===== config.mk =====
export PLATFORM = sky130hd
export DESIGN_NAME = fp_status_ctrl
export DESIGN_NICKNAME = d
export VERILOG_FILES = /design/src/rtl/fpsr_pkg.sv /design/src/rtl/fpsr_cmp_map.sv /design/src/rtl/fpsr_exc_unit.sv /design/src/rtl/fpsr_ctrl_view.sv /design/src/rtl/fp_status_ctrl.sv
export SDC_FILE = /design/constraint.sdc
export NUM_CORES = 1
export LEC_CHECK = 0
export BUFFER_PORTS_ARGS = -buffer_cell sky130_fd_sc_hd__clkbuf_2
export CAP_MARGIN = 30
export CORE_ASPECT_RATIO = 0.8
export CORE_MARGIN = 3
export CORE_UTILIZATION = 45
export DETAILED_ROUTE_END_ITERATION = 6
export PLACE_DENSITY = 0.89
export SLEW_MARGIN = 0
export SYNTH_ARGS = -nofsm -noshare
export SYNTH_HDL_FRONTEND = slang
export SYNTH_HIERARCHICAL = 1
export SYNTH_SLANG_ARGS = --single-unit

===== constraint.sdc =====
create_clock -name clk -period 2 [get_ports clk]
set_input_delay 0.1 -clock clk [delete_from_list [all_inputs] [get_ports clk]]
set_output_delay 0.1 -clock clk [all_outputs]
set_load 0.01 [all_outputs]

===== src/rtl/fpsr_pkg.sv =====
package fpsr_pkg;

    localparam int REG_W   = 32;
    localparam int NUM_EXC = 6;

    // Field positions the datapath relies on
    localparam int NZCV_LSB   = 28;
    localparam int QC_BIT     = 27;
    localparam int DN_BIT     = 25;
    localparam int FZ_BIT     = 24;
    localparam int RM_LSB     = 22;
    localparam int STRIDE_LSB = 20;
    localparam int LEN_LSB    = 16;
    localparam int EN_OFFSET  = 8;

    localparam logic [REG_W-1:0] RSVD_MASK = 32'h0408_6060;
    localparam logic [REG_W-1:0] WR_MASK   = ~RSVD_MASK;

    typedef enum logic [1:0] {
        CMP_LT = 2'b00,
        CMP_EQ = 2'b01,
        CMP_GT = 2'b10,
        CMP_UN = 2'b11
    } cmp_kind_e;

    typedef struct packed {
        logic n;
        logic z;
        logic c;
        logic v;
    } nzcv_t;

    typedef struct packed {
        logic [1:0] rmode;
        logic       fz;
        logic       dn;
        logic [2:0] len;
        logic [1:0] stride;
    } ctrl_view_t;

    // Register bit holding the cumulative flag of exception index i
    function automatic int flag_pos(input int i);
        return (i < 5) ? i : 7;
    endfunction

    function automatic int enable_pos(input int i);
        return flag_pos(i) + EN_OFFSET;
    endfunction

    function automatic nzcv_t map_compare(input cmp_kind_e k);
        nzcv_t f;
        f = '0;
        unique case (k)
            CMP_LT: f.n = 1'b1;
            CMP_EQ: begin f.z = 1'b1; f.c = 1'b1; end
            CMP_GT: f.c = 1'b1;
            CMP_UN: begin f.c = 1'b1; f.v = 1'b1; end
            default: f = '0;
        endcase
        return f;
    endfunction

endpackage


===== src/rtl/fpsr_cmp_map.sv =====
module fpsr_cmp_map
    import fpsr_pkg::*;
(
    input  logic       cmp_valid,
    input  logic [1:0] cmp_kind,
    output logic       nzcv_load,
    output nzcv_t      nzcv_new
);
    always_comb begin
        nzcv_load = cmp_valid;
        nzcv_new  = map_compare(cmp_kind_e'(cmp_kind));
    end
endmodule


===== src/rtl/fpsr_exc_unit.sv =====
module fpsr_exc_unit
    import fpsr_pkg::*;
#(
    parameter int N_EXC = NUM_EXC,
    parameter int W     = REG_W
) (
    input  logic [N_EXC-1:0] exc_pulse,
    input  logic [W-1:0]     reg_q,
    output logic [W-1:0]     set_mask,
    output logic             trap_hit
);
    logic [N_EXC-1:0] armed;
    logic [W-1:0]     bit_sets [N_EXC];

    for (genvar i = 0; i < N_EXC; i++) begin : g_exc
        localparam int FP = flag_pos(i);
        localparam int EP = enable_pos(i);
        always_comb begin
            bit_sets[i]     = '0;
            bit_sets[i][FP] = exc_pulse[i];
            armed[i]        = exc_pulse[i] & reg_q[EP];
        end
    end

    always_comb begin
        set_mask = '0;
        for (int i = 0; i < N_EXC; i++) begin
            set_mask = set_mask | bit_sets[i];
        end
        trap_hit = |armed;
    end
endmodule


===== src/rtl/fpsr_ctrl_view.sv =====
module fpsr_ctrl_view
    import fpsr_pkg::*;
#(
    parameter int W = REG_W
) (
    input  logic [W-1:0] reg_q,
    output ctrl_view_t   view
);
    always_comb begin
        view.rmode  = reg_q[RM_LSB +: 2];
        view.fz     = reg_q[FZ_BIT];
        view.dn     = reg_q[DN_BIT];
        view.len    = reg_q[LEN_LSB +: 3];
        view.stride = reg_q[STRIDE_LSB +: 2];
    end
endmodule


===== src/rtl/fp_status_ctrl.sv =====
module fp_status_ctrl
    import fpsr_pkg::*;
(
    input  logic        clk,
    input  logic        rst,
    input  logic        sw_we,
    input  logic [31:0] sw_wdata,
    output logic [31:0] sw_rdata,
    input  logic        cmp_valid,
    input  logic [1:0]  cmp_kind,
    input  logic [5:0]  exc_pulse,
    input  logic        sat_pulse,
    output logic [1:0]  round_mode,
    output logic        flush_zero,
    output logic        default_nan,
    output logic [2:0]  vec_len,
    output logic [1:0]  vec_stride,
    output logic        trap_req
);
    logic [REG_W-1:0] reg_q;
    logic [REG_W-1:0] reg_d;
    logic [REG_W-1:0] exc_set;
    logic             trap_hit;
    logic             nzcv_load;
    nzcv_t            nzcv_new;
    ctrl_view_t       view;

    fpsr_cmp_map u_cmp (
        .cmp_valid (cmp_valid),
        .cmp_kind  (cmp_kind),
        .nzcv_load (nzcv_load),
        .nzcv_new  (nzcv_new)
    );

    fpsr_exc_unit #(.N_EXC(NUM_EXC), .W(REG_W)) u_exc (
        .exc_pulse (exc_pulse),
        .reg_q     (reg_q),
        .set_mask  (exc_set),
        .trap_hit  (trap_hit)
    );

    fpsr_ctrl_view #(.W(REG_W)) u_view (
        .reg_q (reg_q),
        .view  (view)
    );

    // Software value first, compare override next, sticky sets last
    always_comb begin
        reg_d = sw_we ? (sw_wdata & WR_MASK) : reg_q;
        if (nzcv_load) begin
            reg_d[NZCV_LSB +: 4] = nzcv_new;
        end
        reg_d[QC_BIT] = reg_d[QC_BIT] | sat_pulse;
        reg_d = (reg_d | exc_set) & WR_MASK;
    end

    always_ff @(posedge clk) begin
        if (rst) begin
            reg_q    <= '0;
            trap_req <= 1'b0;
        end else begin
            reg_q    <= reg_d;
            trap_req <= trap_hit;
        end
    end

    always_comb begin
        sw_rdata    = reg_q;
        round_mode  = view.rmode;
        flush_zero  = view.fz;
        default_nan = view.dn;
        vec_len     = view.len;
        vec_stride  = view.stride;
    end
endmodule


# [After elaboration in Yosys (flattened, before gate mapping)]
# Index checks and enable logic that the tools add are counted.
[totals] in_bits=45 reg_bits=33
[classes] n_bitwise=13 n_eq_ne=3 n_reduce_logical=3 n_mux=6
[op_table] op="$mux W32" n=1
[op_table] op="$or A32 B3 Y32" n=1
[op_table] op="$or A32 B32 Y32" n=1
[op_table] op="$or A32 B4 Y32" n=1
[op_table] op="$or A32 B5 Y32" n=1
[op_table] op="$or A32 B8 Y32" n=1
[op_table] op="$and A1 B1 Y1" n=6
[op_table] op="$reduce_or A6 Y1" n=1
[op_table] op="$eq A2 B2 Y1 const B" n=2
[op_table] op="$mux W1" n=4
[op_table] op="$mux W4" n=1
[op_table] op="$reduce_or A3 Y1" n=1
[op_table] op="$eq A2 B1 Y1 const B" n=1
[op_table] op="$logic_not A2 Y1" n=1
[op_table] op="$or A1 B2 Y2" n=1
[op_table] op="$or A1 B1 Y1" n=1

# [Logic depth before layout (Yosys ltp)]
# Gate-level depths: netlist of the first run.
[logic_depth] depth_word=6 ltp_mapped=4 ltp_nobuf=3

# [Cells and area by module]
# The synthesis of the first run kept the hierarchy.
[by_module_without_submodules] mod="fp_status_ctrl" cells_each=123 instances=1 area_each_um2=1187.4 seq_area_each_um2=540.5
[by_module_without_submodules] mod="fpsr_exc_unit" cells_each=37 instances=1 area_each_um2=271.5 seq_area_each_um2=0.0
[by_module_without_submodules] mod="fpsr_ctrl_view" cells_each=9 instances=1 area_each_um2=67.6 seq_area_each_um2=0.0
[by_module_without_submodules] mod="fpsr_cmp_map" cells_each=5 instances=1 area_each_um2=33.8 seq_area_each_um2=0.0

# [Worst setup path after synthesis of the first run]
# No wires, ideal clock.
[synth_timing] kind="register -> register" from="register reg_q[10], in the netlist sw_rdata[10]" to="register trap_req" arrival_time_ns=0.688 path_stages_with_launch=4 setup_time_ns=0.117 slack_ns=1.195 period_less_slack_ns=0.805 path_buffers=0 path_cell_list="dfxtp_1 > a22oi_1 > nand3_1 > nor2b_1"
[synth_between] elab_chain_len=2
[synth_lines] item="from (decl)" line_no="fp_status_ctrl.sv:20" rtl="logic [REG_W-1:0] reg_q;"
[synth_lines] item="from (signal assigned)" line_no="fp_status_ctrl.sv:62" rtl="reg_q <= reg_d;"
[synth_lines] item="$and A1 B1 Y1" line_no="fpsr_exc_unit.sv:21" rtl="armed[i] = exc_pulse[i] & reg_q[EP];"
[synth_lines] item="$reduce_or A6 Y1" line_no="fpsr_exc_unit.sv:30" rtl="trap_hit = |armed;"
[synth_lines] item="via trap_hit" line_no="fp_status_ctrl.sv:23" rtl="logic trap_hit;"
[synth_lines] item="to (signal assigned)" line_no="fp_status_ctrl.sv:63" rtl="trap_req <= trap_hit;"
[synth_lines] item="to (decl)" line_no="fp_status_ctrl.sv:18" rtl="output logic trap_req"
# The timed path passes the listed nets, and every way through them passes these cells.
# A chain may end at the register's enable or synchronous reset.

# [Final worst setup path of the first run]
[layout_timing] from="register reg_q[12], in the netlist sw_rdata[12]" to="register trap_req"
# The elaborated chain is that of the path after synthesis.

==> impl_metrics.yaml, run 1 <==
outcome:
  outcome: "finished, final reports clean"
run:
  drv_cap: 0
die:
  die_area_mm2: 0.004104
  die_x_um: 70.88
  initial_core_util_pct: 48.06
  row_count: 18
  coreArea_mm2: 0.003153
  die_h_um: 57.90
  io_pins: 87
place:
  place_congestion: 0.6831
  dpl.cell_count: 259
  placed_cell_area_mm2: 0.001667
  hpwl_um: 2165
  io_buffers: 74
  dp_slack_ns: 0.8406
timing:
  setup_viol: 0
  min_period_over_period_pct: 46.27
  tightest_slew_ns: 0.5492
  final_hold_viol_count: 0
  rsz0062_at_grt: "no"
  setup_ws_ns: 1.075
  max_freq_mhz: 1081
  final.setup.tns_ns: 0
  finClkSkew_ns: 0.0005701
  slew_violations: 0
  slew_headroom_pct: 63.39
  period_minus_slack_ns: 0.9253
pwr:
  powerDensity_mw_per_mm2: 673.1
  power.leakage_uw: 0.0009243
  vdd_drop_max_v: 0.0004172
detailed_routing:
  drt-total-wl_um: 2706
  avgRoutedWirePerCell_um: 10.29
  postRouteAntennaNets: 0
  drc: 0
  firstDrtPassIters: 3
  via_per_inst: 4.293
  num_vias: 1129
  drt_iter0_drc: 16
finish:
  final_common_cell: "clkbuf_2"
  final_area_mm2: 0.001713
  postLayoutCoreUtil_pct: 54.33
  drive_gt1_share_pct: 36.32
  nFillCells: 304
  nets: 269
  final_cell_mix: "clkbuf_2 (74), dfxtp_1 (27), mux2i_1 (26), conb_1 (26), a21oi_1 (22)"
  antenna_cells: 0
  stdcell_count: 263
  area_growth_pct: 13.05
setup_path:
  cp_data_required_time_ns: 2.15
  critPathLaunchType: "flop"
  worstSetupEndpointType: "flop"
  worst-setup-path-type: "reg -> reg"
  cp.arrival_ns: 1.07
  cp_max_fo: 3
clock_tree:
  cts_buffer_depth: 2
  clk_latency_ns: 0.27
  postCtsSetupRepairBufs: 0
  clockRootBuffer: "clkbuf_8"
  tritoncts: "yes"
  cts.sinks: 27
  clk_pin_slew_worst_paths_ns: 0.09
  cts_max_level: 1
  cts-resized-gates: 0
  ctsHoldBuffers: 0
  numCtsBuffers: 3
grt:
  grt.total_usage_pct: 13.53
  grt_start_max_net_pins: 28
  grt_pass1_vias: 1007
  antenna_found_initial: 0
  grt_pass1_wl_um: 4478
  grt_overflow_total: 0
min_path:
  hold_path_class: "in -> reg"
synth:
  syn-cell-area_mm2: 0.001515
  synth_warnings: 6
  synth_cells: 168
  syn_area_per_cell_um2: 9.019
## path summary, 6_finish.rpt
kind / start / endpoint / slack, ns / cells after the start
setup / recovery: sw_rdata[12] / trap_req / 1.07 / 3
hold / removal: exc_pulse[3] / sw_rdata[3] / 0.05 / 3
setup reg to reg: sw_rdata[12] / trap_req / 1.07 / 3
hold reg to reg: sw_rdata[3] / sw_rdata[3] / 0.56 / 2
## power by group
group / total, uW / internal [uW] / switching, uW / leakage, uW
Clock: 307 / 139 / 168 / 0.0000255
Combinational: 240 / 116 / 123 / 0.000672
Sequential: 606 / 580 / 25.9 / 0.000227
## routing by layer
layer	GRT usage (%)	routed length, um
met4	3.217	21
met5	0	0
met1	16.60	1143
met3	5.026	296
met2	22.72	1245
## layout make-up
cell class	instances	area, um^2	share of cell area, %
well taps	40	50.05	2.922
clock inverters	1	5.005	0.2922
clock buffers	3	41.29	2.411
multi-input cells	96	606.8	35.43
inverters	21	78.83	4.602
repair buffers	75	390.4	22.79
flip-flops and latches	27	540.5	31.56
## worst max-delay path, cell delays in order (launching register included)
cell	delay (ns)
dfxtp_1	0.34
a22oi_1	0.24
nand3_1	0.10
nor2b_1	0.13
## registers in the layout, indices dropped and copies added, names as in the netlist
| register | cells |
|---|---|
| trap_req | 1 |
| sw_rdata | 26 |
## stage by stage
step / power [uW] / hold slack (ns)
after floorplan: 822.4 / 0.2550
after global placement: 853.1 / 0.3332
after detailed placement: 861.4 / 0.3396
after CTS: 1173 / 0.04038
after global routing: 1230 / 0.04142
final: 1153 / 0.04848
(Power assumes the default switching activity.)
==> inputs of run 2 (changes only) <==
- ABC_AREA: unset -> 1
- CORE_UTILIZATION: 45 -> 40
- PLACE_DENSITY: 0.89 -> 0.84
- clock period: 2 -> 0.8 ns (I/O delays scaled with it)
==> run 2 against run 1 <==
Against the previous run:
- synthesized cell count is 42% higher
- wire length is 28% higher
- largest power group unchanged
- non-clock buffer count is 5 higher
- critical path depth is 2 lower
==> impl_metrics.yaml, run 2 <==
grt:
  grt_overflow_total: 0
  grt_pass1_wl_um: 5257
  grt_pass1_vias: 1195
  grt_start_max_net_pins: 27
  grt.total_usage_pct: 14.08
  antenna_found_initial: 0
detailed_routing:
  drt-total-wl_um: 3464
  firstDrtPassIters: 4
  postRouteAntennaNets: 0
  drc: 0
  avgRoutedWirePerCell_um: 9.897
  drt_iter0_drc: 33
  via_per_inst: 4.080
  num_vias: 1428
finish:
  stdcell_count: 350
  nFillCells: 343
  antenna_cells: 0
  largest_reg_flops: 26
  area.sequential_um2: 573.1
  multi_input_area_um2: 609.3
  final_cell_mix: "nand2_1 (84), clkbuf_2 (43), inv_1 (36)"
  nets: 344
  area_growth_pct: 28.16
  drive_gt1_share_pct: 36.24
  final_common_cell: "nand2_1"
setup_path:
  worst-setup-path-type: "reg -> out"
  cp_data_required_time_ns: 0.76
  cp_num_buf_inv: 1
  path_cells: "buf_6"
  crit_start: "sw_rdata[20]"
  r2r_start: "sw_rdata[9]"
  r2r_slack_ns: 0.02
  cp_max_fo: 3
  reg2reg_depth: 6
  cp.depth: 1
  cp_slowest_stage_delay_ns: 0.37
  worstSetupEndpointType: "output pin"
  cp.arrival_ns: 0.75
  cp_slowest_cell: "dfxtp_2"
  critPathLaunchType: "flop"
  r2r_end: "trap_req"
  crit_family: "flip-flops"
pwr:
  p_int_uw: 2210
  vdd_drop_max_v: 0.001027
  powerDensity_mw_per_mm2: 1530
  switchingPower_uw: 874.2
  power.leakage_uw: 0.001238
  pwr-share-seq_pct: 50.3
  p_comb_share_pct: 24.4
  netSwitchingFraction_pct: 28.35
  p_clk_share_pct: 25.2
die:
  die_x_um: 76.11
  die_h_um: 62.09
  coreArea_mm2: 0.003590
  die_area_mm2: 0.004725
  io_pins: 87
  initial_core_util_pct: 43.81
  row_count: 19
min_path:
  holdPathStages: 3
  min_from: "exc_pulse[5]"
  hold_path_class: "in -> reg"
  hold-path-endpoint: "sw_rdata[7]"
run:
  drv_cap: 0
clock_tree:
  cts.sinks: 27
  clk_pin_slew_worst_paths_ns: 0.09
  tritoncts: "yes"
  postCtsSetupRepairBufs: 0
  numCtsBuffers: 3
  cts_buffer_depth: 2
  cts_max_level: 1
  clk_latency_ns: 0.27
  clockRootBuffer: "clkbuf_8"
timing:
  finClkSkew_ns: 0.002930
  rsz0062_at_grt: "yes"
  final_hold_viol_count: 0
  tightest_slew_ns: 0.5965
  min_period_over_period_pct: 98.71
  slew_violations: 0
  setup_viol: 0
  period_minus_slack_ns: 0.7897
  max_freq_mhz: 1266
  setup_ws_ns: 0.01029
  slew_headroom_pct: 60.19
place:
  place_congestion: 0.8036
  dp_slack_ns: -0.1164
  io_buffers: 74
  hpwl_um: 2513
  dpl.cell_count: 344
synth:
  synth_warnings: 6
  syn-cell-area_mm2: 0.001573
  synth_cells: 239
  syn_area_per_cell_um2: 6.581
outcome:
  outcome: "finished, final reports clean"
## run 2: through the flow
| stage | setup TNS [ns] | hold slack (ns) | area (um^2) | total power, uW | utilization (%) |
|---|---|---|---|---|---|
| finish | 0 | 0.01754 | 2016 | 3084 | 56.15 |
| global route | -0.3821 | 0.01956 | 2016 | 3258 | 56.15 |
| CTS | -0.02237 | 0.0003823 | 1856 | 2990 | 51.69 |
| detailed placement | -1.623 | 0.2800 | 1757 | 2184 | 48.94 |
| global placement | -0.9507 | 0.2741 | 1757 | 2167 | 48.94 |
| floorplan | 0 | 0.1091 | 1663 | 2059 | - |
## run 2: routing by layer
metal | global-route usage (%) | vias to the layer above | wire (um)
li1 | - | 758 | -
met2 | 25.88 | 55 | 1686
met4 | 3.101 | 0 | 11
met3 | 4.755 | 2 | 258
met5 | 0 | - | 0
met1 | 16.51 | 613 | 1507
## run 2: worst max-delay path by stage
stage                                to  slack (ns)
after global routing           trap_req       -0.04
after CTS                 round_mode[0]       -0.01
final                      sw_rdata[20]        0.01
after detailed placement    sw_rdata[4]       -0.12
after floorplan                trap_req        0.06
after global placement      sw_rdata[0]       -0.09
## run 2: power groups by stage
| stage | clock network [uW] | registers (uW) | logic, uW |
|---|---|---|---|
| after floorplan | 0 | 1590 | 472 |
| after CTS | 808 | 1530 | 654 |
| final | 777 | 1550 | 754 |
| after global routing | 840 | 1570 | 847 |
| after global placement | 0 | 1540 | 628 |
| after detailed placement | 0 | 1540 | 639 |
## run 2: cell type report
type | count | share of cell area, %
tap | 52 | 3.228
timing repair buffer | 80 | 28.86
multi-input combinational | 150 | 30.23
clock buffer | 4 | 2.235
sequential | 27 | 28.43
inverter | 37 | 7.014
## run 2: tightest hold or removal path, stage by stage
cell and delay (ns):
clkbuf_2 0.09, o21ai_0 0.08, inv_1 0.05
## run 2: repair_timing
item                                    4_1_cts  5_1_grt
endpoints found under the setup margin       28       36
gates resized for setup                      19       64
endpoints found under the hold margin         3        0
hold buffers                                  3        0
pin swaps                                     0        2
==> inputs of run 3 (changes only) <==
- BUFFER_PORTS_ARGS: -buffer_cell sky130_fd_sc_hd__clkbuf_2 -> -buffer_cell sky130_fd_sc_hd__buf_2
- CORE_UTILIZATION: 40 -> 45
- PLACE_DENSITY: 0.84 -> 0.88
- clock period: 0.8 -> 1 ns (I/O delays scaled with it)
==> run 3 against run 2 <==
Against the previous run:
- final area fell by 12%
- sequential power fell by 23%
- via count down 3.2%
- critical path depth stayed put
- flip-flop and latch count is the same
- total power decreased by 25%
- register-to-register slack improved by 0.19 ns
- wire length shrank 12%
- combinational power fell by 33%
- worst hold slack got worse by 0.0092 ns
- critical endpoint is now sw_rdata[10]
==> impl_metrics.yaml, run 3 (same netlist as run 2, synthesis figures left out) <==
die:
  row_count: 18
  die_x_um: 72.10
  initial_core_util_pct: 48.83
  die_h_um: 58.88
  coreArea_mm2: 0.003221
  die_area_mm2: 0.004245
  io_pins: 87
clock_tree:
  clk_pin_slew_worst_paths_ns: 0.09
  cts.sinks: 27
  cts_buffer_depth: 2
  ctsHoldBuffers: 0
  cts-resized-gates: 0
  cts_max_level: 1
  tritoncts: "yes"
  clockRootBuffer: "clkbuf_8"
  clk_latency_ns: 0.27
  postCtsSetupRepairBufs: 0
  numCtsBuffers: 3
timing:
  tightest_slew_ns: 0.5675
  min_period_over_period_pct: 84.21
  rsz0062_at_grt: "no"
  final_hold_viol_count: 0
  slew_violations: 0
  final.setup.tns_ns: 0
  slew_headroom_pct: 62.12
  setup_viol: 0
  max_freq_mhz: 1188
  finClkSkew_ns: 0.003670
  setup_ws_ns: 0.1579
  period_minus_slack_ns: 0.8421
pwr:
  p_clk_share_pct: 26.2
  power.leakage_uw: 0.001172
  p_int_uw: 1659
  vdd_drop_max_v: 0.0005281
  pwr-share-seq_pct: 52.0
  powerDensity_mw_per_mm2: 1301
  p_comb_share_pct: 21.8
  switchingPower_uw: 656.1
  netSwitchingFraction_pct: 28.34
detailed_routing:
  firstDrtPassIters: 4
  drt-total-wl_um: 3058
  drc: 0
  avgRoutedWirePerCell_um: 9.128
  postRouteAntennaNets: 0
  drt_iter0_drc: 79
  num_vias: 1382
  via_per_inst: 4.125
finish:
  area_growth_pct: 13.13
  final_common_cell: "nand2_1"
  nets: 341
  final_cell_mix: "nand2_1 (84), buf_2 (74), inv_1 (36)"
  largest_reg_flops: 26
  antenna_cells: 0
  drive_gt1_share_pct: 27.80
setup_path:
  worstSetupEndpointType: "output pin"
  critPathLaunchType: "flop"
  cp_slowest_stage_delay_ns: 0.38
  reg2reg_depth: 6
  crit_family: "flip-flops"
  cp_max_fo: 3
  critPathCapture: "sw_rdata[10]"
  cp.arrival_ns: 0.79
  worst-setup-path-type: "reg -> out"
  path_cells: "buf_2"
  r2r_slack_ns: 0.21
  cp_num_buf_inv: 1
  r2r_end: "trap_req"
  cp.depth: 1
  r2r_start: "sw_rdata[10]"
  cp_slowest_cell: "dfxtp_1"
  cp_data_required_time_ns: 0.95
  crit_start: "sw_rdata[10]"
grt:
  grt_pass1_wl_um: 4899
  grt_pass1_vias: 1145
  antenna_found_initial: 0
  grt.total_usage_pct: 14.60
  grt_overflow_total: 0
  grt_start_max_net_pins: 27
min_path:
  hold_path_class: "in -> reg"
  min_from: "exc_pulse[5]"
run:
  drv_cap: 0
place:
  dp_slack_ns: 0.08723
  place_congestion: 0.7699
  io_buffers: 74
  hpwl_um: 2434
outcome:
  outcome: "finished, final reports clean"
-- run 3: cell type report --
cell class,instances,area (um^2)
Sequential cell,27,540.5
Inverter,37,141.4
Multi-Input combinational cell,150,609.3
Clock buffer,4,45.04
Timing Repair Buffer,77,392.9
Fill cell,320,1441
Tap cell,40,50.05
-- run 3: how the worst min path moves through the flow --
stage / endpoint / slack (ns) / cells past startpoint
3_5_place_dp: sw_rdata[7] / 0.29 / 3
3_3_place_gp: sw_rdata[7] / 0.28 / 3
6_report: sw_rdata[7] / 0.008 / 3
2_1_floorplan: sw_rdata[25] / 0.12 / 1
4_1_cts: sw_rdata[7] / 0.001 / 3
5_1_grt: sw_rdata[7] / 0.01 / 3
-- run 3: tightest hold or removal path: cells and delay by family --
family	cells	cell delay (ns)
buffers and inverters	2	0.13
AOI/OAI and AO/OA	1	0.07
-- run 3: through the flow --
step,std cells,util (%),power (uW),instance area (um^2),hold WS (ns)
2_1_floorplan,263,-,1647,1663,0.1191
3_3_place_gp,331,53.85,1726,1734,0.2840
3_5_place_dp,331,53.85,1738,1734,0.2895
4_1_cts,335,55.24,2353,1779,0.001455
5_1_grt,335,55.24,2474,1779,0.01482
6_report,335,55.24,2315,1779,0.008331
-- run 3: power groups by stage --
stage / sequential (uW) / combinational [uW] / clock [uW]
finish: 1200 / 505 / 606
global route: 1220 / 577 / 679
global placement: 1230 / 499 / 0
detailed placement: 1230 / 508 / 0
floorplan: 1270 / 378 / 0
CTS: 1210 / 509 / 638
-- run 3: routing by layer --
metal	GRT usage, %	up-vias	wire (um)
li1	-	750	-
met1	19.04	576	1427
met3	5.119	2	302
met2	23.74	54	1320
met5	0	-	0
met4	2.413	0	8
